$ cat src/rtl/gpio_port_pkg.sv
package gpio_port_pkg;

  localparam int ADDR_W = 2;

  localparam logic [ADDR_W-1:0] ADDR_DIR   = 2'd0;
  localparam logic [ADDR_W-1:0] ADDR_LEVEL = 2'd1;
  localparam logic [ADDR_W-1:0] ADDR_PINS  = 2'd2;

  typedef enum logic [1:0] {
    SEL_DIR   = 2'd0,
    SEL_LEVEL = 2'd1,
    SEL_PINS  = 2'd2,
    SEL_NONE  = 2'd3
  } readSel_e;

  typedef struct packed {
    logic     dirWe;
    logic     levelWe;
    readSel_e rdSel;
  } portStrobes_t;

endpackage

$ cat src/rtl/gpio_port_ctrl.sv
module gpio_port_ctrl
  import gpio_port_pkg::*;
(
  input  logic [ADDR_W-1:0] busAddr,
  input  logic              busWr,
  output portStrobes_t      strobes
);

  always_comb begin
    strobes = '{dirWe: 1'b0, levelWe: 1'b0, rdSel: SEL_NONE};
    unique case (busAddr)
      ADDR_DIR: begin
        strobes.dirWe = busWr;
        strobes.rdSel = SEL_DIR;
      end
      ADDR_LEVEL: begin
        strobes.levelWe = busWr;
        strobes.rdSel   = SEL_LEVEL;
      end
      ADDR_PINS: begin
        strobes.rdSel = SEL_PINS;
      end
      default: begin
        strobes.rdSel = SEL_NONE;
      end
    endcase
  end

endmodule

$ cat src/rtl/gpio_port_dp.sv
module gpio_port_dp
  import gpio_port_pkg::*;
#(
  parameter int NPINS       = 8,
  parameter int SYNC_STAGES = 2
) (
  input  logic             clk,
  input  logic             rstN,
  input  portStrobes_t     strobes,
  input  logic [NPINS-1:0] busWdata,
  output logic [NPINS-1:0] busRdata,
  input  logic [NPINS-1:0] padIn,
  output logic [NPINS-1:0] padOe,
  output logic [NPINS-1:0] padOut,
  output logic [NPINS-1:0] padPullUp
);

  localparam int LAST = SYNC_STAGES - 1;

  logic [NPINS-1:0] dirReg;
  logic [NPINS-1:0] levelReg;
  logic [NPINS-1:0] syncStage [SYNC_STAGES];

  always_ff @(posedge clk or negedge rstN) begin
    if (!rstN) begin
      dirReg <= '0;
    end else if (strobes.dirWe) begin
      dirReg <= busWdata;
    end
  end

  always_ff @(posedge clk or negedge rstN) begin
    if (!rstN) begin
      levelReg <= '0;
    end else if (strobes.levelWe) begin
      levelReg <= busWdata;
    end
  end

  genvar s;
  generate
    for (s = 0; s < SYNC_STAGES; s++) begin : g_sync
      always_ff @(posedge clk or negedge rstN) begin
        if (!rstN) begin
          syncStage[s] <= '0;
        end else if (s == 0) begin
          syncStage[s] <= padIn;
        end else begin
          syncStage[s] <= syncStage[(s == 0) ? 0 : s - 1];
        end
      end
    end
  endgenerate

  genvar p;
  generate
    for (p = 0; p < NPINS; p++) begin : g_pin
      always_comb begin
        padOe[p]     = dirReg[p];
        padOut[p]    = dirReg[p] & levelReg[p];
        padPullUp[p] = ~dirReg[p] & levelReg[p];
      end
    end
  endgenerate

  always_comb begin
    unique case (strobes.rdSel)
      SEL_DIR:   busRdata = dirReg;
      SEL_LEVEL: busRdata = levelReg;
      SEL_PINS:  busRdata = syncStage[LAST];
      default:   busRdata = '0;
    endcase
  end

endmodule

$ cat src/rtl/gpio_port.sv
module gpio_port
  import gpio_port_pkg::*;
#(
  parameter int NPINS = 8
) (
  input  logic              clk,
  input  logic              rstN,
  input  logic [ADDR_W-1:0] busAddr,
  input  logic              busWr,
  input  logic [NPINS-1:0]  busWdata,
  output logic [NPINS-1:0]  busRdata,
  input  logic [NPINS-1:0]  padIn,
  output logic [NPINS-1:0]  padOe,
  output logic [NPINS-1:0]  padOut,
  output logic [NPINS-1:0]  padPullUp
);

  portStrobes_t strobes;

  gpio_port_ctrl i_ctrl (
    .busAddr (busAddr),
    .busWr   (busWr),
    .strobes (strobes)
  );

  gpio_port_dp #(
    .NPINS       (NPINS),
    .SYNC_STAGES (2)
  ) i_dp (
    .clk       (clk),
    .rstN      (rstN),
    .strobes   (strobes),
    .busWdata  (busWdata),
    .busRdata  (busRdata),
    .padIn     (padIn),
    .padOe     (padOe),
    .padOut    (padOut),
    .padPullUp (padPullUp)
  );

endmodule

$ cat config.mk
export PLATFORM = sky130hd
export DESIGN_NAME = gpio_port
export DESIGN_NICKNAME = d
export VERILOG_FILES = /design/src/rtl/gpio_port_pkg.sv /design/src/rtl/gpio_port_ctrl.sv /design/src/rtl/gpio_port_dp.sv /design/src/rtl/gpio_port.sv
export SDC_FILE = /design/constraint.sdc
export NUM_CORES = 1
export LEC_CHECK = 0
export BUFFER_PORTS_ARGS = -buffer_cell sky130_fd_sc_hd__clkbuf_2
export CORE_ASPECT_RATIO = 2
export CORE_MARGIN = 5
export CORE_UTILIZATION = 45
export DETAILED_ROUTE_END_ITERATION = 6
export HOLD_SLACK_MARGIN = 0.03
export MAX_ROUTING_LAYER = met4
export PLACE_DENSITY_LB_ADDON = 0.1
export SLEW_MARGIN = 10
export SYNTH_ARGS = -nofsm -noshare
export SYNTH_HDL_FRONTEND = slang
export SYNTH_SLANG_ARGS = --single-unit
$ cat constraint.sdc
create_clock -name clk -period 1.05 [get_ports clk]
set_clock_uncertainty 0.2 [all_clocks]
set_input_delay 0.0525 -clock clk [delete_from_list [all_inputs] [get_ports clk]]
set_output_delay 0.0525 -clock clk [all_outputs]
set_load 0.05 [all_outputs]
==> flow_summary_export.csv, run 1 <==
group,metric,value,unit
clock_network,ctsResizeCount,79,
synthesis,synth_cell_types,10,
synthesis,synthesis.nets,107,
place,gp_congestion,0.709,
floorplanning,row_count,27,
run_status,outcome,"stopped before the end",
place,dp_cells,179,
floorplanning,start_util,0.468,
synthesis,synth_top_area_share,0.617,
synthesis,ys_seq_elements,32,
synthesis,ys_top_cells_by_area,"dfrtp_1 (62%), mux2_2 (14%), mux2i_1 (6.2%), o2bb2ai_1 (5.4%), nor2b_1 (4.3%)",
run_status,flow.stopped_at,"clock tree synthesis",
clock_network,root_buffer,"clkbuf_8",
clock_network,clock_path_buffers,2,
floorplanning,fp.dieW,48.0,um
synthesis,yosys.area.top_type,"dfrtp_1",
run_status,tool.error,"[ERROR DPL-0038] Utilization greater than 100%, impossible to legalize",
floorplanning,fp.dieH,85.9,um
synthesis,syn_inst,86,
place,io_buffers,52,
synthesis,yosysWarnings,0,
clock_network,cts_made_buffers,5,
place,dpl_worst_slack,-0.230,ns
clock_network,cts_max_level,2,
clock_network,cts.sink_count,32,
floorplanning,io_pins,53,
place,dp_hpwl,2470,um
synthesis,syn_avg_cell_area,15.1,sq um
clock_network,postCtsSetupBuffers,4,
synthesis,syn_area,1300,sq um
synthesis,ys_seq_area_frac,0.617,
clock_network,hold_buffers,17,
-- synth_stat cells --
master      n
nand3b_4    1
mux2_2     16
dfrtp_1    32
nor2b_1     9
nor3b_4     1
and2_1      8
buf_6       1
buf_2       2
mux2i_1     8
o2bb2ai_1   8
-- stage by stage --
stage	TNS, ns	area (sq um)	hold slack (ns)
2_1_floorplan	-4.49	1540	-0.443
3_5_place_dp	-4.99	2080	-0.176
3_3_place_gp	-3.98	2080	-0.178
-- cell families after synthesis --
| family | synth area share |
|---|---|
| and+or+nand+nor | 0.112 |
| muxes | 0.201 |
| AOI/OAI and AO/OA | 0.0540 |
| buffers and inverters | 0.0164 |
| DFF | 0.617 |
==> run 2, diff against run 1 <==
CORE_ASPECT_RATIO = not set   (was 2)
CORE_UTILIZATION = 30   (was 45)
HOLD_SLACK_MARGIN = not set   (was 0.03)
MAX_ROUTING_LAYER = not set   (was met4)
PLACE_DENSITY_LB_ADDON = 0.15   (was 0.1)
==> run 2 against run 1 <==
The flow now finishes, with violations (negative setup slack). Area after synthesis did not move. Synthesized cell count did not move.
==> flow_summary_export.csv, run 2 <==
group,metric,value,unit
run_status,outcome,"complete, but fails checks",
run_status,violations,"negative setup slack",
floorplanning,core_area,4260,sq um
critical_path,critPathMaxStageDelay,0.44,ns
global_route,grt_pass1_wl,5660,um
clock_network,cts_max_level,2,
sta,min_period,1.43,ns
global_route,grt_max_degree,33,
synthesis,syn_area,1300,sq um
synthesis,ys_seq_area_frac,0.617,
sta,worst_slew_pin_slew,0.206,ns
place,gp_congestion,0.705,
synthesis,synth_flop_cell,"dfrtp_1",
critical_path,cp-start-kind,"register",
detailed_routing,drc,0,
sta,rsz0062_at_grt,"true",
floorplanning,io_pins,53,
critical_path,cp.required,0.80,ns
floorplanning,fp.dieH,75.8,um
synthesis,yosysWarnings,0,
worst_hold_path,min_path_type,"input pin to asynchronous set/reset pin",
detailed_routing,wl_per_cell,15.7,um
critical_path,arrival,1.18,ns
critical_path,path_cells,"mux2i_2 > o2bb2ai_4 > buf_12",
synthesis,ys_async_sr_fraction,1.00,
place,io_buffers,52,
synthesis,synth-edff-count,0,
final_layout,fin_nets,201,
sta,fin_ws,-0.378,ns
synthesis,synthesis.nets,107,
final_layout,syn_to_final_growth,118,%
final_layout,multi_input_area,792,sq um
sta,fmax,700,MHz
clock_network,cts.sink_count,32,
final_layout,layout_common_cells,"clkbuf_2 (20), dfrtp_1 (19), dlygate4sd3_1 (17)",
final_layout,antenna_cells,0,
clock_network,cts_made_buffers,5,
detailed_routing,drt_pass1_iterations,3,
critical_path,cp-end-kind,"output pin",
final_layout,fillCellCount,318,
clock_network,clkTransAtPathRegs,0.07,ns
detailed_routing,routed_wl,3660,um
critical_path,critical-path-slowest-cell,"dfrtp_2",
detailed_routing,antenna_left,0,
final_layout,top_register,"i_dp.syncStage",
power,p_per_area,1890,nW/um^2
synthesis,synth_top_area_share,0.617,
sta,tns,-9.20,ns
place,dp_hpwl,2460,um
sta,holdWs,0.0545,ns
clock_network,clk-insertion-delay-late,0.28,ns
power,vdd_drop_max,0.00105,V
critical_path,cp_max_fo,5,
global_route,grt_usage,0.134,
synthesis,synth_cell_types,10,
final_layout,layout-drive-gt1-share,0.801,
global_route,antenna_found_initial,0,
clock_network,root_buffer,"clkbuf_8",
final_layout,register_area,817,sq um
synthesis,syn_avg_cell_area,15.1,sq um
synthesis,synth_most_common_cell,"dfrtp_1",
place,dpl_worst_slack,-0.207,ns
sta,fin_crit_sh,1.36,
flow_run,cap_violations,0,
final_layout,largest_reg_flops,16,
detailed_routing,via_count,1068,
clock_network,clock_path_buffers,2,
synthesis,ys_seq_elements,32,
critical_path,crit_type,"register to output pin",
sta,slew_viol_final,0,
synthesis,yosys.area.top_type,"dfrtp_1",
floorplanning,start_util,0.304,
floorplanning,fp.dieW,75.8,um
sta,hold_viol,0,
global_route,grt_pass1_vias,1140,
detailed_routing,drtIter0Drc,20,
floorplanning,row_count,24,
clock_network,cts_tree,"done",
synthesis,yosys-top-cells-count,"dfrtp_1 (32), mux2_2 (16), nor2b_1 (9)",
detailed_routing,avgViaCountPerCell,4.58,
synthesis,syn_inst,86,
power,leakagePower,1.24,nW
final_layout,layout_commonest_cell,"clkbuf_2",
synthesis,ys_top_cells_by_area,"dfrtp_1 (62%), mux2_2 (14%), mux2i_1 (6.2%), o2bb2ai_1 (5.4%), nor2b_1 (4.3%)",
sta,slew_headroom,0.860,
sta,finalSetupViolations,38,
floorplanning,die_area,5740,sq um
global_route,overflow,0,
==> run 2: where the power goes <==
group          switching (mW)  internal [mW]  total, mW  leakage [nW]
Sequential              0.235           1.40       1.64         0.362
Clock                   0.472          0.702       1.17        0.0541
Combinational            1.24           1.31       2.54         0.820
Total                    1.94           3.41       5.35          1.24
==> run 2: layout make-up <==
type | count | area share
Clock buffer | 5 | 0.0243
Clock inverter | 3 | 0.0150
Multi-Input combinational cell | 51 | 0.280
Sequential cell | 32 | 0.289
Tap cell | 52 | 0.0230
Timing Repair Buffer | 90 | 0.369
==> run 2: worst paths after layout <==
| check | start | end | slack, ns | cells past startpoint |
|---|---|---|---|---|
| hold / removal | rstN | i_dp.syncStage[3] | 0.05 | 3 |
| setup / recovery | i_dp.padOe[0] | busRdata[0] | -0.38 | 3 |
| max in group asynchronous | rstN | i_dp.padOe[5] | 0.40 | 3 |
| setup reg to reg | i_dp.padOe[7] | i_dp.padOe[7] | -0.12 | 2 |
| min in group clk | busWr | i_dp.levelReg[2] | 0.13 | 4 |
| hold reg to reg | i_dp.syncStage[8] | i_dp.syncStage[0] | 0.15 | 0 |
==> run 2: timing repair <==
item                                    CTS  global route
endpoints found under the setup margin   32            37
buffers inserted                          2             7
pin swaps                                 7             1
hold buffers                             17             0
gates resized for setup                  67            36
endpoints found under the hold margin    56             0
==> run 2: worst max-delay path, delay by kind of cell (launching register included) <==
| family | cells | cell delay (ns) |
|---|---|---|
| compound gates | 1 | 0.09 |
| buf+inv | 1 | 0.15 |
| mux | 1 | 0.21 |
| flops | 1 | 0.44 |
==> run 2: per-layer routing <==
| metal | part of all wire | GRT usage | routed length (um) |
|---|---|---|---|
| met3 | 0.061 | 0.0409 | 224 |
| met4 | 0.011 | 0.0524 | 40 |
| met5 | 0 | 0 | 0 |
| met1 | 0.39 | 0.162 | 1430 |
| met2 | 0.54 | 0.224 | 1970 |
==> run 2: metrics by stage <==
step           std cells   util  total power [mW]  cell area, sq um
2_1_floorplan         86      -              2.80              1540
3_3_place_gp         200  0.482              3.35              2050
3_5_place_dp         200  0.482              3.38              2050
4_1_cts              227  0.629              5.13              2680
5_1_grt              233  0.664              5.59              2830
6_report             233  0.664              5.35              2830
==> run 2: cells by family after synthesis <==
| kind of cell | count (synthesis) | synth area share |
|---|---|---|
| buffers and inverters | 3 | 0.0164 |
| AOI/OAI and AO/OA | 8 | 0.0540 |
| DFF | 32 | 0.617 |
| and+or+nand+nor | 19 | 0.112 |
| muxes | 24 | 0.201 |
(Power assumes the default switching activity.)
==> run 3, diff against run 2 <==
CELL_PAD_IN_SITES_DETAIL_PLACEMENT = 1   (was not set)
CELL_PAD_IN_SITES_GLOBAL_PLACEMENT = 1   (was not set)
==> run 3 against run 2 <==
The run still ends with negative setup slack left. Via count grew 1.8%. Maximum frequency increased by 0.58%. Critical path depth unchanged. Sequential cell count unchanged. Setup slack improved by 0.0082 ns. Critical endpoint is now busRdata[4]. Non-clock buffer count grew 3. Design area increased by 3.6%. Sequential power barely moved. Register-to-register slack is essentially flat. Cell count grew 1.3%. Wire length is 19% higher. Largest power group unchanged.
==> flow_summary_export.csv, run 3 (synthesis gave the netlist of run 2 again) <==
group,metric,value,unit
clock_network,root_buffer,"clkbuf_8",
detailed_routing,drtIter0Drc,19,
final_layout,fillCellCount,365,
critical_path,cp-end-kind,"output pin",
power,finalPower,5.44,mW
global_route,antenna_found_initial,0,
detailed_routing,drc,0,
worst_hold_path,min_path_type,"input pin to asynchronous set/reset pin",
critical_path,critical-path-slowest-cell,"dfrtp_2",
floorplanning,core_area,4260,sq um
critical_path,r2r-end,"i_dp.padOe[4]",
clock_network,clk-insertion-delay-late,0.27,ns
power,leakagePower,1.29,nW
final_layout,top_register,"i_dp.syncStage",
global_route,grt_pass1_wl,6200,um
global_route,overflow,0,
detailed_routing,via_count,1087,
sta,holdWs,0.0600,ns
power,p_per_area,1850,nW/um^2
sta,fmax,704,MHz
critical_path,reg2reg_depth,2,
floorplanning,row_count,24,
final_layout,largest_reg_flops,16,
final_layout,fin_nets,204,
sta,worst_slew_pin_slew,0.263,ns
clock_network,cts_made_buffers,5,
detailed_routing,wl_per_cell,18.5,um
critical_path,cp-start-kind,"register",
sta,slew_headroom,0.825,
place,io_buffers,52,
clock_network,cts.sink_count,32,
detailed_routing,drt_pass1_iterations,3,
place,dp_hpwl,2670,um
floorplanning,die_area,5740,sq um
run_status,outcome,"complete, but fails checks",
sta,slew_viol_final,0,
detailed_routing,routed_wl,4360,um
sta,finalSetupViolations,38,
floorplanning,start_util,0.304,
global_route,grt_usage,0.149,
critical_path,cp_max_fo,4,
final_layout,syn_to_final_growth,126,%
floorplanning,io_pins,53,
critical_path,rrSetupSlack,-0.12,ns
critical_path,crit_start,"i_dp.padOe[4]",
critical_path,path_cells,"mux2i_4 > o2bb2ai_4 > buf_12",
sta,min_period,1.42,ns
sta,rsz0062_at_grt,"true",
power,vdd_drop_max,0.000897,V
critical_path,arrival,1.17,ns
floorplanning,fp.dieW,75.8,um
sta,fin_crit_sh,1.35,
floorplanning,fp.dieH,75.8,um
global_route,grt_max_degree,33,
critical_path,critPathMaxStageDelay,0.46,ns
critical_path,crit_type,"register to output pin",
sta,fin_ws,-0.370,ns
clock_network,cts_max_level,2,
final_layout,utilization,0.688,
final_layout,layout-drive-gt1-share,0.793,
final_layout,antenna_cells,0,
detailed_routing,avgViaCountPerCell,4.61,
sta,tns,-9.63,ns
sta,hold_viol,0,
run_status,violations,"negative setup slack",
critical_path,cp.required,0.80,ns
clock_network,clock_path_buffers,2,
final_layout,layout_common_cells,"dfrtp_1 (20), clkbuf_2 (20), dlygate4sd3_1 (17)",
critical_path,reg2reg_from,"i_dp.padOe[4]",
detailed_routing,antenna_left,0,
place,gp_congestion,0.678,
clock_network,cts_tree,"done",
clock_network,clkTransAtPathRegs,0.07,ns
global_route,grt_pass1_vias,1196,
flow_run,cap_violations,0,
[run 3: changes by cell type in the layout (fill, tap and decap cells not counted), moves of 2 or more]
| cell | delta |
|---|---|
| buf_4 | -4 |
| mux2i_2 | -2 |
| buf_8 | -3 |
| mux2_4 | +3 |
| mux2_2 | -3 |
| mux2i_4 | +2 |
| clkbuf_8 | +3 |
| buf_12 | +5 |
| buf_6 | +4 |
[run 3: metal layers]
layer / GRT usage / part of all wire
met3: 0.0303 / 0.042
met1: 0.181 / 0.38
met4: 0.0466 / 0.020
met2: 0.264 / 0.55
met5: 0 / 0
[run 3: where the power goes]
part           switching (mW)  internal (mW)  leakage, nW
clock                   0.432          0.598       0.0515
sequential              0.249           1.40        0.363
combinational            1.30           1.45        0.871
total                    1.98           3.45         1.29
[run 3: metrics by stage]
step / std cells / worst slack [ns] / instance area [sq um]
floorplan: 86 / -0.199 / 1540
detailed placement: 198 / -0.174 / 2070
global placement: 198 / -0.139 / 2070
global route: 236 / -0.412 / 2930
finish: 236 / -0.370 / 2930
CTS: 227 / -0.378 / 2740
[run 3: area by class of cell]
| class | instances | area [sq um] | share of cell area |
|---|---|---|---|
| clock buffer | 8 | 100 | 0.0341 |
| multi-input combinational | 51 | 822 | 0.280 |
| sequential | 32 | 816 | 0.278 |
| tap | 52 | 65.1 | 0.0222 |
| timing repair buffer | 93 | 1130 | 0.385 |
[run 3: worst max-delay path, delay by kind of cell, from the launching register on]
family,cells,cell delay (ns)
AOI/OAI and AO/OA,1,0.09
buffers and inverters,1,0.16
muxes,1,0.19
DFF,1,0.46
[run 3: worst max-delay path by stage]
| stage | endpoint | slack [ns] | depth (start not counted) |
|---|---|---|---|
| after CTS | busRdata[4] | -0.38 | 3 |
| after detailed placement | i_dp.padOe[7] | -0.17 | 4 |
| after floorplan | padPullUp[0] | -0.20 | 1 |
| after global placement | i_dp.padOe[1] | -0.14 | 4 |
| final | busRdata[4] | -0.37 | 3 |
| after global routing | busRdata[4] | -0.41 | 3 |
[run 3: timing repair]
action,in CTS,in global routing
gates cloned,0,0
pin swaps,8,6
buffers inserted,4,9
hold endpoints to repair,56,0
hold buffers,17,0
gates resized for setup,69,38
setup endpoints to repair,32,43
